===== config.mk =====
export PLATFORM = sky130hd
export DESIGN_NAME = sbuf_top
export DESIGN_NICKNAME = d
export VERILOG_FILES = /design/src/rtl/sbuf_pkg.sv /design/src/rtl/sbuf_fifo.sv /design/src/rtl/sbuf_cmd_decode.sv /design/src/rtl/sbuf_serializer.sv /design/src/rtl/sbuf_top.sv
export SDC_FILE = /design/constraint.sdc
export NUM_CORES = 1
export LEC_CHECK = 0
export BUFFER_PORTS_ARGS = -buffer_cell sky130_fd_sc_hd__buf_4
export CORE_MARGIN = 2
export CORE_UTILIZATION = 44
export CTS_BUF_LIST = sky130_fd_sc_hd__clkbuf_8 sky130_fd_sc_hd__clkbuf_16
export DETAILED_ROUTE_END_ITERATION = 10
export GPL_TIMING_DRIVEN = 0
export SLEW_MARGIN = 20
export SYNTH_ARGS = -nofsm -noshare
export SYNTH_HDL_FRONTEND = slang
export SYNTH_SLANG_ARGS = --single-unit

===== constraint.sdc =====
create_clock -name clk -period 4.7 [get_ports clk]
set_clock_uncertainty 0.2 [all_clocks]
set_input_delay 0.47 -clock clk [delete_from_list [all_inputs] [get_ports clk]]
set_output_delay 0.47 -clock clk [all_outputs]
set_load 0.03 [all_outputs]

===== src/rtl/sbuf_pkg.sv =====
package sbuf_pkg;

   localparam int CODE_W = 8;

   typedef enum logic [CODE_W-1:0] {
      OP_START     = 8'h01,
      OP_LATCH_LO  = 8'h02,
      OP_LATCH_HI  = 8'h03,
      OP_OE_OFF    = 8'h04,
      OP_OE_ON     = 8'h05,
      OP_IRQ_CLR   = 8'h06
   } op_code_e;

   typedef struct packed {
      logic start;
      logic latch_lo;
      logic latch_hi;
      logic oe_off;
      logic oe_on;
      logic irq_clr;
   } op_strobe_t;

endpackage


===== src/rtl/sbuf_fifo.sv =====
module sbuf_fifo #(
   parameter int DATA_W = 8,
   parameter int DEPTH  = 63,
   localparam int PTR_W = (DEPTH > 1) ? $clog2(DEPTH) : 1,
   localparam int CNT_W = $clog2(DEPTH + 1)
) (
   input  logic              clk,
   input  logic              rst_n,
   input  logic              push,
   input  logic [DATA_W-1:0] wdata,
   input  logic              pop,
   output logic [DATA_W-1:0] rdata,
   output logic              empty,
   output logic              full,
   output logic [CNT_W-1:0]  count
);

   localparam logic [PTR_W-1:0] LAST_IDX = PTR_W'(DEPTH - 1);
   localparam logic [CNT_W-1:0] FULL_CNT = CNT_W'(DEPTH);

   logic [DATA_W-1:0] store [DEPTH];
   logic [PTR_W-1:0]  wr_ptr;
   logic [PTR_W-1:0]  rd_ptr;
   logic              do_push;
   logic              do_pop;

   assign empty   = (count == '0);
   assign full    = (count == FULL_CNT);
   assign do_push = push && !full;
   assign do_pop  = pop && !empty;
   assign rdata   = store[rd_ptr];

   function automatic logic [PTR_W-1:0] step(input logic [PTR_W-1:0] p);
      return (p == LAST_IDX) ? '0 : p + 1'b1;
   endfunction

   always_ff @(posedge clk) begin
      if (do_push) store[wr_ptr] <= wdata;
   end

   always_ff @(posedge clk or negedge rst_n) begin
      if (!rst_n) begin
         wr_ptr <= '0;
         rd_ptr <= '0;
         count  <= '0;
      end else begin
         if (do_push) wr_ptr <= step(wr_ptr);
         if (do_pop)  rd_ptr <= step(rd_ptr);
         case ({do_push, do_pop})
            2'b10:   count <= count + 1'b1;
            2'b01:   count <= count - 1'b1;
            default: count <= count;
         endcase
      end
   end

endmodule


===== src/rtl/sbuf_cmd_decode.sv =====
module sbuf_cmd_decode
   import sbuf_pkg::*;
#(
   parameter int DATA_W = 8
) (
   input  logic              cmd_wr,
   input  logic [DATA_W-1:0] code,
   output op_strobe_t        strobe
);

   logic [CODE_W-1:0] low_code;
   logic              upper_zero;

   generate
      if (DATA_W > CODE_W) begin : g_wide
         assign upper_zero = (code[DATA_W-1:CODE_W] == '0);
      end else begin : g_exact
         assign upper_zero = 1'b1;
      end
   endgenerate

   assign low_code = code[CODE_W-1:0];

   always_comb begin
      strobe = '0;
      if (cmd_wr && upper_zero) begin
         case (low_code)
            OP_START:    strobe.start    = 1'b1;
            OP_LATCH_LO: strobe.latch_lo = 1'b1;
            OP_LATCH_HI: strobe.latch_hi = 1'b1;
            OP_OE_OFF:   strobe.oe_off   = 1'b1;
            OP_OE_ON:    strobe.oe_on    = 1'b1;
            OP_IRQ_CLR:  strobe.irq_clr  = 1'b1;
            default:     strobe          = '0;
         endcase
      end
   end

endmodule


===== src/rtl/sbuf_serializer.sv =====
module sbuf_serializer #(
   parameter int DATA_W    = 8,
   parameter bit MSB_FIRST = 1'b1,
   localparam int BIT_W    = (DATA_W > 1) ? $clog2(DATA_W) : 1
) (
   input  logic              clk,
   input  logic              rst_n,
   input  logic              start,
   input  logic              src_empty,
   input  logic [DATA_W-1:0] src_data,
   output logic              src_pop,
   output logic              done,
   output logic              busy,
   output logic              sdata,
   output logic              sclk
);

   localparam logic [BIT_W-1:0] TOP_BIT = BIT_W'(DATA_W - 1);

   logic [DATA_W-1:0] shreg;
   logic [DATA_W-1:0] shreg_next;
   logic [BIT_W-1:0]  bits_left;
   logic              launch;
   logic              byte_end;
   logic              out_bit;

   generate
      if (MSB_FIRST) begin : g_msb
         assign shreg_next = {shreg[DATA_W-2:0], 1'b0};
         assign out_bit    = shreg[DATA_W-1];
      end else begin : g_lsb
         assign shreg_next = {1'b0, shreg[DATA_W-1:1]};
         assign out_bit    = shreg[0];
      end
   endgenerate

   assign launch   = !busy && start && !src_empty;
   assign byte_end = busy && sclk && (bits_left == '0);
   assign src_pop  = launch || (byte_end && !src_empty);
   assign done     = byte_end && src_empty;
   assign sdata    = busy && out_bit;

   always_ff @(posedge clk or negedge rst_n) begin
      if (!rst_n) begin
         busy      <= 1'b0;
         sclk      <= 1'b0;
         shreg     <= '0;
         bits_left <= '0;
      end else if (!busy) begin
         sclk <= 1'b0;
         if (launch) begin
            busy      <= 1'b1;
            shreg     <= src_data;
            bits_left <= TOP_BIT;
         end
      end else if (!sclk) begin
         sclk <= 1'b1;
      end else begin
         sclk <= 1'b0;
         if (bits_left != '0) begin
            shreg     <= shreg_next;
            bits_left <= bits_left - 1'b1;
         end else if (!src_empty) begin
            shreg     <= src_data;
            bits_left <= TOP_BIT;
         end else begin
            busy  <= 1'b0;
            shreg <= '0;
         end
      end
   end

endmodule


===== src/rtl/sbuf_top.sv =====
module sbuf_top
   import sbuf_pkg::*;
#(
   parameter int DATA_W    = 8,
   parameter int DEPTH     = 63,
   parameter bit MSB_FIRST = 1'b1,
   localparam int CNT_W    = $clog2(DEPTH + 1)
) (
   input  logic              clk,
   input  logic              rst_n,
   input  logic              cs_n,
   input  logic              wr_n,
   input  logic              cmd_sel,
   input  logic [DATA_W-1:0] din,
   output logic              sdata,
   output logic              sclk,
   output logic              oe_n,
   output logic              latch,
   output logic              irq_n
);

   generate
      if (DATA_W < CODE_W) begin : g_bad_width
         $error("sbuf_top: DATA_W must be at least the command code width");
      end
      if (DEPTH < 2) begin : g_bad_depth
         $error("sbuf_top: DEPTH must be at least 2");
      end
   endgenerate

   logic              wr_hit;
   logic              data_wr;
   logic              cmd_wr;
   logic              xfer_busy;
   logic              xfer_done;
   logic              fifo_pop;
   logic              fifo_empty;
   logic              fifo_full;
   logic [DATA_W-1:0] fifo_head;
   logic [CNT_W-1:0]  fifo_count;
   logic              irq_q;
   op_strobe_t        op;

   assign wr_hit  = !cs_n && !wr_n;
   assign data_wr = wr_hit && !cmd_sel && !xfer_busy;
   assign cmd_wr  = wr_hit && cmd_sel;

   sbuf_fifo #(
      .DATA_W (DATA_W),
      .DEPTH  (DEPTH)
   ) u_fifo (
      .clk   (clk),
      .rst_n (rst_n),
      .push  (data_wr),
      .wdata (din),
      .pop   (fifo_pop),
      .rdata (fifo_head),
      .empty (fifo_empty),
      .full  (fifo_full),
      .count (fifo_count)
   );

   sbuf_cmd_decode #(
      .DATA_W (DATA_W)
   ) u_dec (
      .cmd_wr (cmd_wr),
      .code   (din),
      .strobe (op)
   );

   sbuf_serializer #(
      .DATA_W    (DATA_W),
      .MSB_FIRST (MSB_FIRST)
   ) u_ser (
      .clk       (clk),
      .rst_n     (rst_n),
      .start     (op.start),
      .src_empty (fifo_empty),
      .src_data  (fifo_head),
      .src_pop   (fifo_pop),
      .done      (xfer_done),
      .busy      (xfer_busy),
      .sdata     (sdata),
      .sclk      (sclk)
   );

   always_ff @(posedge clk or negedge rst_n) begin
      if (!rst_n) begin
         oe_n  <= 1'b1;
         latch <= 1'b0;
         irq_q <= 1'b0;
      end else begin
         if (op.latch_hi)      latch <= 1'b1;
         else if (op.latch_lo) latch <= 1'b0;
         if (op.oe_on)         oe_n  <= 1'b0;
         else if (op.oe_off)   oe_n  <= 1'b1;
         if (xfer_done)        irq_q <= 1'b1;
         else if (op.irq_clr)  irq_q <= 1'b0;
      end
   end

   assign irq_n = !irq_q;

endmodule


==> results of run 1 <==
## cell usage in the layout, fill, tap and decap left out, types with 8 or more instances in the layout
cell | netlist | routed
mux2_2 | 11 | 11
buf_2 | 15 | 15
inv_1 | 10 | 19
nand2_1 | 46 | 46
nand4_1 | 8 | 8
nand3_1 | 25 | 25
dfrtp_1 | 33 | 33
buf_4 | 8 | 25
nor2b_1 | 12 | 12
clkbuf_16 | 0 | 55
o22ai_1 | 12 | 12
nor2_1 | 83 | 83
mux2i_1 | 63 | 63
edfxtp_1 | 504 | 504
clkbuf_1 | 32 | 32
a22o_1 | 10 | 10
a21oi_1 | 19 | 19
clkinv_2 | 0 | 14
a22oi_1 | 17 | 17
a211oi_1 | 15 | 15
ha_1 | 11 | 11
mux4_2 | 92 | 92
clkinv_1 | 0 | 14
a2111oi_0 | 8 | 8
o21ai_0 | 29 | 29
## worst max-delay path, stage by stage, from the launching register on
cell,delay (ps)
dfrtp_1,450
nor4_2,530
a21oi_1,230
a32oi_2,550
inv_1,370
ha_1,440
ha_1,320
a21o_1,180
a21oi_1,230
o21bai_1,110
o311ai_0,390
xor2_1,180
## repair_timing
action / 4_1_cts / 5_1_grt
hold buffers: 1 / 0
endpoints found under the setup margin: 0 / 1
endpoints found under the hold margin: 34 / 0
gates resized for setup: 0 / 1
## Yosys cell counts, types with 11 or more instances
cell / instances
edfxtp_1: 504
mux4_2: 92
nor2_1: 83
mux2i_1: 63
nand2_1: 46
dfrtp_1: 33
clkbuf_1: 32
o21ai_0: 29
nand3_1: 25
a21oi_1: 19
a22oi_1: 17
a211oi_1: 15
buf_2: 15
nor2b_1: 12
o22ai_1: 12
ha_1: 11
mux2_2: 11
## path summary, 6_finish.rpt
check	end	depth (start not counted)	startpoint
worst max register to register	u_fifo.count[5]	11	u_fifo.count[1]
worst min register to register	oe_n	2	oe_n
worst max-delay path	u_fifo.count[5]	11	u_fifo.count[1]
max in group asynchronous	u_fifo.wr_ptr[2]	2	rst_n
min in group clk	irq_q	5	wr_n
worst min-delay path	u_fifo.count[3]	2	rst_n
## registers in the layout (all words and copies together), names as in the netlist
name,cells
irq_q,1
u_fifo.count,6
u_ser.bits_left,3
u_fifo.wr_ptr,6
u_fifo.store,504
u_ser.shreg,8
u_ser.busy,1
u_fifo.rd_ptr,6
latch,1
oe_n,1
u_ser.sclk,1
## routing by layer
layer | vias up | global-route usage, %
li1 | 4886 | -
met2 | 511 | 35.0
met4 | 0 | 8.50
met3 | 104 | 5.27
met5 | - | 0
met1 | 5993 | 30.8
## area by class of cell
type	count	area, um^2	share of cell area (%)
clock inverters	44	258	1.07
inverters	11	41.3	0.171
well taps	622	778	3.23
clock buffers	55	1380	5.71
plain buffers	67	350	1.45
multi-input cells	551	5170	21.5
repair buffers	18	138	0.571
flip-flops and latches	538	16000	66.3
## report_power, final
part           leakage, nW  internal, mW  switching, mW
Sequential            4.97          5.30         0.0414
Clock                0.844          2.22           1.80
Combinational         2.25         0.161          0.336
## metrics by stage
| step | util, % | cell area, um^2 | hold slack, ps | power (mW) |
|---|---|---|---|---|
| after floorplan | - | 21500 | -25.6 | 5.71 |
| after global placement | 46.1 | 22400 | 263 | 5.90 |
| after detailed placement | 46.1 | 22400 | 274 | 5.92 |
| after CTS | 49.5 | 24100 | 171 | 9.90 |
| after global routing | 49.5 | 24100 | 202 | 10.1 |
| final | 49.5 | 24100 | 171 | 9.85 |
## logic make-up (layout without fill, tap and decap cells)
kind of cell,after synthesis,count (layout)
flops,538,538
xor+xnor,7,7
fa+ha+maj,12,12
mux,168,168
compound gates,146,146
buf+inv,78,195
simple gates,218,218
==> results.sh, run 1 <==
export IMPL_drt_iter0_drc=1434
export IMPL_route_met3_wl_mm=4.48
export IMPL_rsz0062_at_grt="false"
export IMPL_maxSlewViolCount=0
export IMPL_drive_gt1_share_pct=18.1
export IMPL_synth_edf_count=504
export IMPL_cp_required_ps=5020
export IMPL_fin_crit_sh_pct=90.9
export IMPL_ys_seq_area_share_pct=74.2
export IMPL_ioPinCount=18
export IMPL_dr_pass1_iters=6
export IMPL_start_util_pct=44.3
export IMPL_wl_met1_mm=23.2
export IMPL_setup_viol=0
export IMPL_gpl_final_weighted_congestion=0.845
export IMPL_cts_setup_buffers=0
export IMPL_vdd_ir_drop_max_uv=260
export IMPL_critical_path_peak_fanout=10
export IMPL_fillCellCount=3943
export IMPL_synth_area_um2=21500
export IMPL_synth_warnings=0
export IMPL_stdcell_count=1906
export IMPL_status="finished clean"
export IMPL_top_layer="met4"
export IMPL_critPathCaptureType="flip-flop"
export IMPL_pre_cts_slack_ps=192
export IMPL_dpl_cell_count=1806
export IMPL_total_leakage_power_nw=8.06
export IMPL_fmax_mhz=234
export IMPL_diodes=0
export IMPL_wire_per_inst_um=29.1
export IMPL_grt_pass1_vias=11400
export IMPL_cts_tree="yes"
export IMPL_grt_max_degree=68
export IMPL_syn_nets=1192
export IMPL_synth_top_family_by_area="multiplexers"
export IMPL_rows=81
export IMPL_drc=0
export IMPL_worst_pin_slew_ps=1160
export IMPL_cts_root_buf="clkbuf_16"
export IMPL_synth_top_cell_area_share_pct=70.3
export IMPL_io_buffer_count=17
export IMPL_worst_slack_ps=426
export IMPL_cap_violations=0
export IMPL_clk_insertion_delay_late_ps=610
export IMPL_cts_htree_levels=2
export IMPL_max_slew_margin_rel_pct=22.4
export IMPL_hold_viol=0
export IMPL_chipHeight_um=225
export IMPL_synth_avg_cell_area_um2=18.5
export IMPL_cts_made_buffers=53
export IMPL_clk_path_buf_depth=3
export IMPL_hold_path_class="primary input to asynchronous set/reset pin"
export IMPL_dp_hpwl_mm=35.2
export IMPL_wirelength_mm=55.4
export IMPL_antenna_found_initial=2
export IMPL_yosys_area_top_type="edfxtp_1"
export IMPL_track_usage_pct=22.4
export IMPL_fin_crit_ps=4270
export IMPL_totalNegativeSetupSlack_ps=0
export IMPL_syn_to_final_growth_pct=11.9
export IMPL_synth_compound_area_share_pct=4.77
export IMPL_core_area_um2=48600
export IMPL_ys_ff_latch=538
export IMPL_cts_sinks=538
export IMPL_design_die_area_um2=50700
export IMPL_grt_pass1_wl_mm=79.7
export IMPL_synthAdderAreaFrac_pct=0.732
export IMPL_reg2reg_slack_ps=430
export IMPL_synth_xor_area_share_pct=0.285
export IMPL_async_flop_share_pct=6.32
export IMPL_synthMuxAreaShare_pct=13.4
export IMPL_fp_dieW_um=225
export IMPL_powerDensity_nw_per_um2=409
export IMPL_start_kind="flip-flop"
export IMPL_cp_arrival_ps=4590
export IMPL_gr_total_overflow=0
export IMPL_wl_met2_mm=25.7
export IMPL_cts_clk_slew_worst_paths_ps=60
export IMPL_synth_distinct_cells=59
export IMPL_synthCells=1167
export IMPL_synth_simple_area_share_pct=4.82
export IMPL_nNetsFinal=1265
export IMPL_antenna_left=0
export IMPL_crit_type="flip-flop to flip-flop"
export IMPL_num_vias=11500
export IMPL_viasPerCell=6.03
export IMPL_synthTopCellsByArea="edfxtp_1 (70%), mux4_2 (9.6%), dfrtp_1 (3.8%)"
export IMPL_synth_ff_type="edfxtp_1"
(Power assumes the default switching activity.)
==> inputs of run 2 (changes only) <==
- clock period: 4.7 -> 5.1 ns (I/O delays scaled with it)
==> run 2 against run 1 <==
Net effect:
- worst hold slack improved by 43 ps
- largest cell class unchanged
- combinational power shrank 8.7%
- largest power group unchanged
- critical path type unchanged
- wire length hardly changed
- worst setup slack gained 210 ps
- first-iteration DRC count decreased by 9.6%
- count of clock-buffer cells in the layout did not move
- sequential share of layout area about the same
- utilization about the same
==> results.sh, run 2 (same netlist as run 1, synthesis figures left out) <==
export IMPL_grtUsageMet3_pct=5.27
export IMPL_fmax_mhz=224
export IMPL_switching_share_pct=22.1
export IMPL_largest_register_ffs=504
export IMPL_crit_type="flip-flop to flip-flop"
export IMPL_num_vias=11400
export IMPL_fin_crit_ps=4470
export IMPL_cts_tree="yes"
export IMPL_fin_crit_sh_pct=87.6
export IMPL_cp_required_ps=5420
export IMPL_gpl_final_weighted_congestion=0.845
export IMPL_start_util_pct=44.3
export IMPL_nNetsFinal=1265
export IMPL_cts_resized=0
export IMPL_hold_path_class="primary input to asynchronous set/reset pin"
export IMPL_place_area_um2=22400
export IMPL_holdWs_ps=214
export IMPL_io_buffer_count=17
export IMPL_vdd_ir_drop_max_uv=240
export IMPL_busiest_layer="met2"
export IMPL_cts_made_buffers=53
export IMPL_cts_htree_levels=2
export IMPL_fp_dieW_um=225
export IMPL_power_internal_mw=7.08
export IMPL_clk_insertion_delay_late_ps=610
export IMPL_gr_total_overflow=0
export IMPL_stdcell_count=1906
export IMPL_critPathCaptureType="flip-flop"
export IMPL_comb_power_share_pct=5.0
export IMPL_cts_clk_slew_worst_paths_ps=60
export IMPL_hold_viol=0
export IMPL_drt_iter0_drc=1297
export IMPL_ioPinCount=18
export IMPL_cts_sinks=538
export IMPL_grt_pass1_wl_mm=79.7
export IMPL_wirelength_mm=55.4
export IMPL_antenna_found_initial=2
export IMPL_total_leakage_power_nw=8.06
export IMPL_cts_setup_buffers=0
export IMPL_reg_top3="u_fifo.store (504), u_ser.shreg (8)"
export IMPL_rsz0062_at_grt="false"
export IMPL_regMostFlops="u_fifo.store"
export IMPL_p_clk_share_pct=40.9
export IMPL_worstReg2RegEnd="u_fifo.count[5]"
export IMPL_fillCellCount=3942
export IMPL_drive_gt1_share_pct=18.1
export IMPL_dpl_cell_count=1806
export IMPL_diodes=0
export IMPL_clk_path_buf_depth=3
export IMPL_rows=81
export IMPL_worst_pin_slew_ps=1130
export IMPL_design_die_area_um2=50700
export IMPL_core_area_um2=48600
export IMPL_cp_arrival_ps=4780
export IMPL_track_usage_pct=22.4
export IMPL_start_kind="flip-flop"
export IMPL_layout_commonest_cell="edfxtp_1"
export IMPL_wire_per_inst_um=29.1
export IMPL_holdBufCountCts=1
export IMPL_maxSlewViolCount=0
export IMPL_dp_hpwl_mm=35.2
export IMPL_drc=0
export IMPL_final_cell_mix="edfxtp_1 (504), mux4_2 (92), nor2_1 (83)"
export IMPL_grt_pass1_vias=11400
export IMPL_totalNegativeSetupSlack_ps=0
export IMPL_use_met1_pct=30.8
export IMPL_cts_root_buf="clkbuf_16"
export IMPL_reg2reg_slack_ps=630
export IMPL_status="finished clean"
export IMPL_antenna_left=0
export IMPL_grt_util_met2_pct=35.0
export IMPL_powerDensity_nw_per_um2=377
export IMPL_switchingPower_mw=2.00
export IMPL_setup_viol=0
export IMPL_worstRegToRegCells=11
export IMPL_fin_area_um2=24100
export IMPL_critical_path_peak_fanout=10
export IMPL_r2r_start="u_fifo.count[0]"
export IMPL_max_slew_margin_rel_pct=24.8
export IMPL_cap_violations=0
export IMPL_chipHeight_um=225
export IMPL_dr_pass1_iters=7
export IMPL_viasPerCell=5.98
export IMPL_grt_max_degree=68
export IMPL_syn_to_final_growth_pct=11.8
export IMPL_power_frac_seq_pct=54.1
[run 2: cell counts in the layout (fill, tap and decap cells not counted)]
No cell type changed its count.
[run 2: cell type report]
type	count	area, um^2	area share [%]
sequential	538	16000	66.4
buffer	67	350	1.45
clock inverter	44	258	1.07
clock buffer	55	1380	5.71
inverter	11	41.3	0.171
multi-input combinational	551	5160	21.4
tap	622	778	3.23
timing repair buffer	18	138	0.571
[run 2: power groups by stage]
stage	combinational (mW)	sequential [mW]	clock [mW]
final	0.453	4.91	3.71
after global routing	0.488	4.92	3.93
after CTS	0.452	4.91	3.76
after detailed placement	0.450	5.01	0
after global placement	0.436	5.00	0
after floorplan	0.257	5.00	0
[run 2: layer usage]
layer  share of wire [%]  up-vias
met4                 3.8        0
met3                 8.2      111
met5                   0        -
met2                  46      497
li1                    -     4882
met1                  42     5903
[run 2: critical path, cell delays in order (launching register included)]
cell	delay, ps
dfrtp_1	450
nor4_1	690
a21oi_1	280
a32oi_2	560
inv_1	350
ha_1	430
ha_1	320
a21o_1	180
a21oi_1	230
o21bai_1	120
o311ai_0	400
xor2_1	180
[run 2: worst max path at each step]
stage,start,to,slack [ps]
floorplan,u_fifo.count[0],u_fifo.count[5],1770
global placement,din[6],u_fifo.count[5],640
detailed placement,din[6],u_fifo.count[5],550
CTS,u_fifo.count[0],u_fifo.count[5],620
global route,u_fifo.count[0],u_fifo.count[5],360
finish,u_fifo.count[0],u_fifo.count[5],630
[run 2: stage by stage]
step	util (%)	total power, mW	setup WS [ps]
2_1_floorplan	-	5.26	1770
3_3_place_gp	46.1	5.44	641
3_5_place_dp	46.1	5.46	552
4_1_cts	49.5	9.13	619
5_1_grt	49.5	9.34	357
6_report	49.5	9.08	634
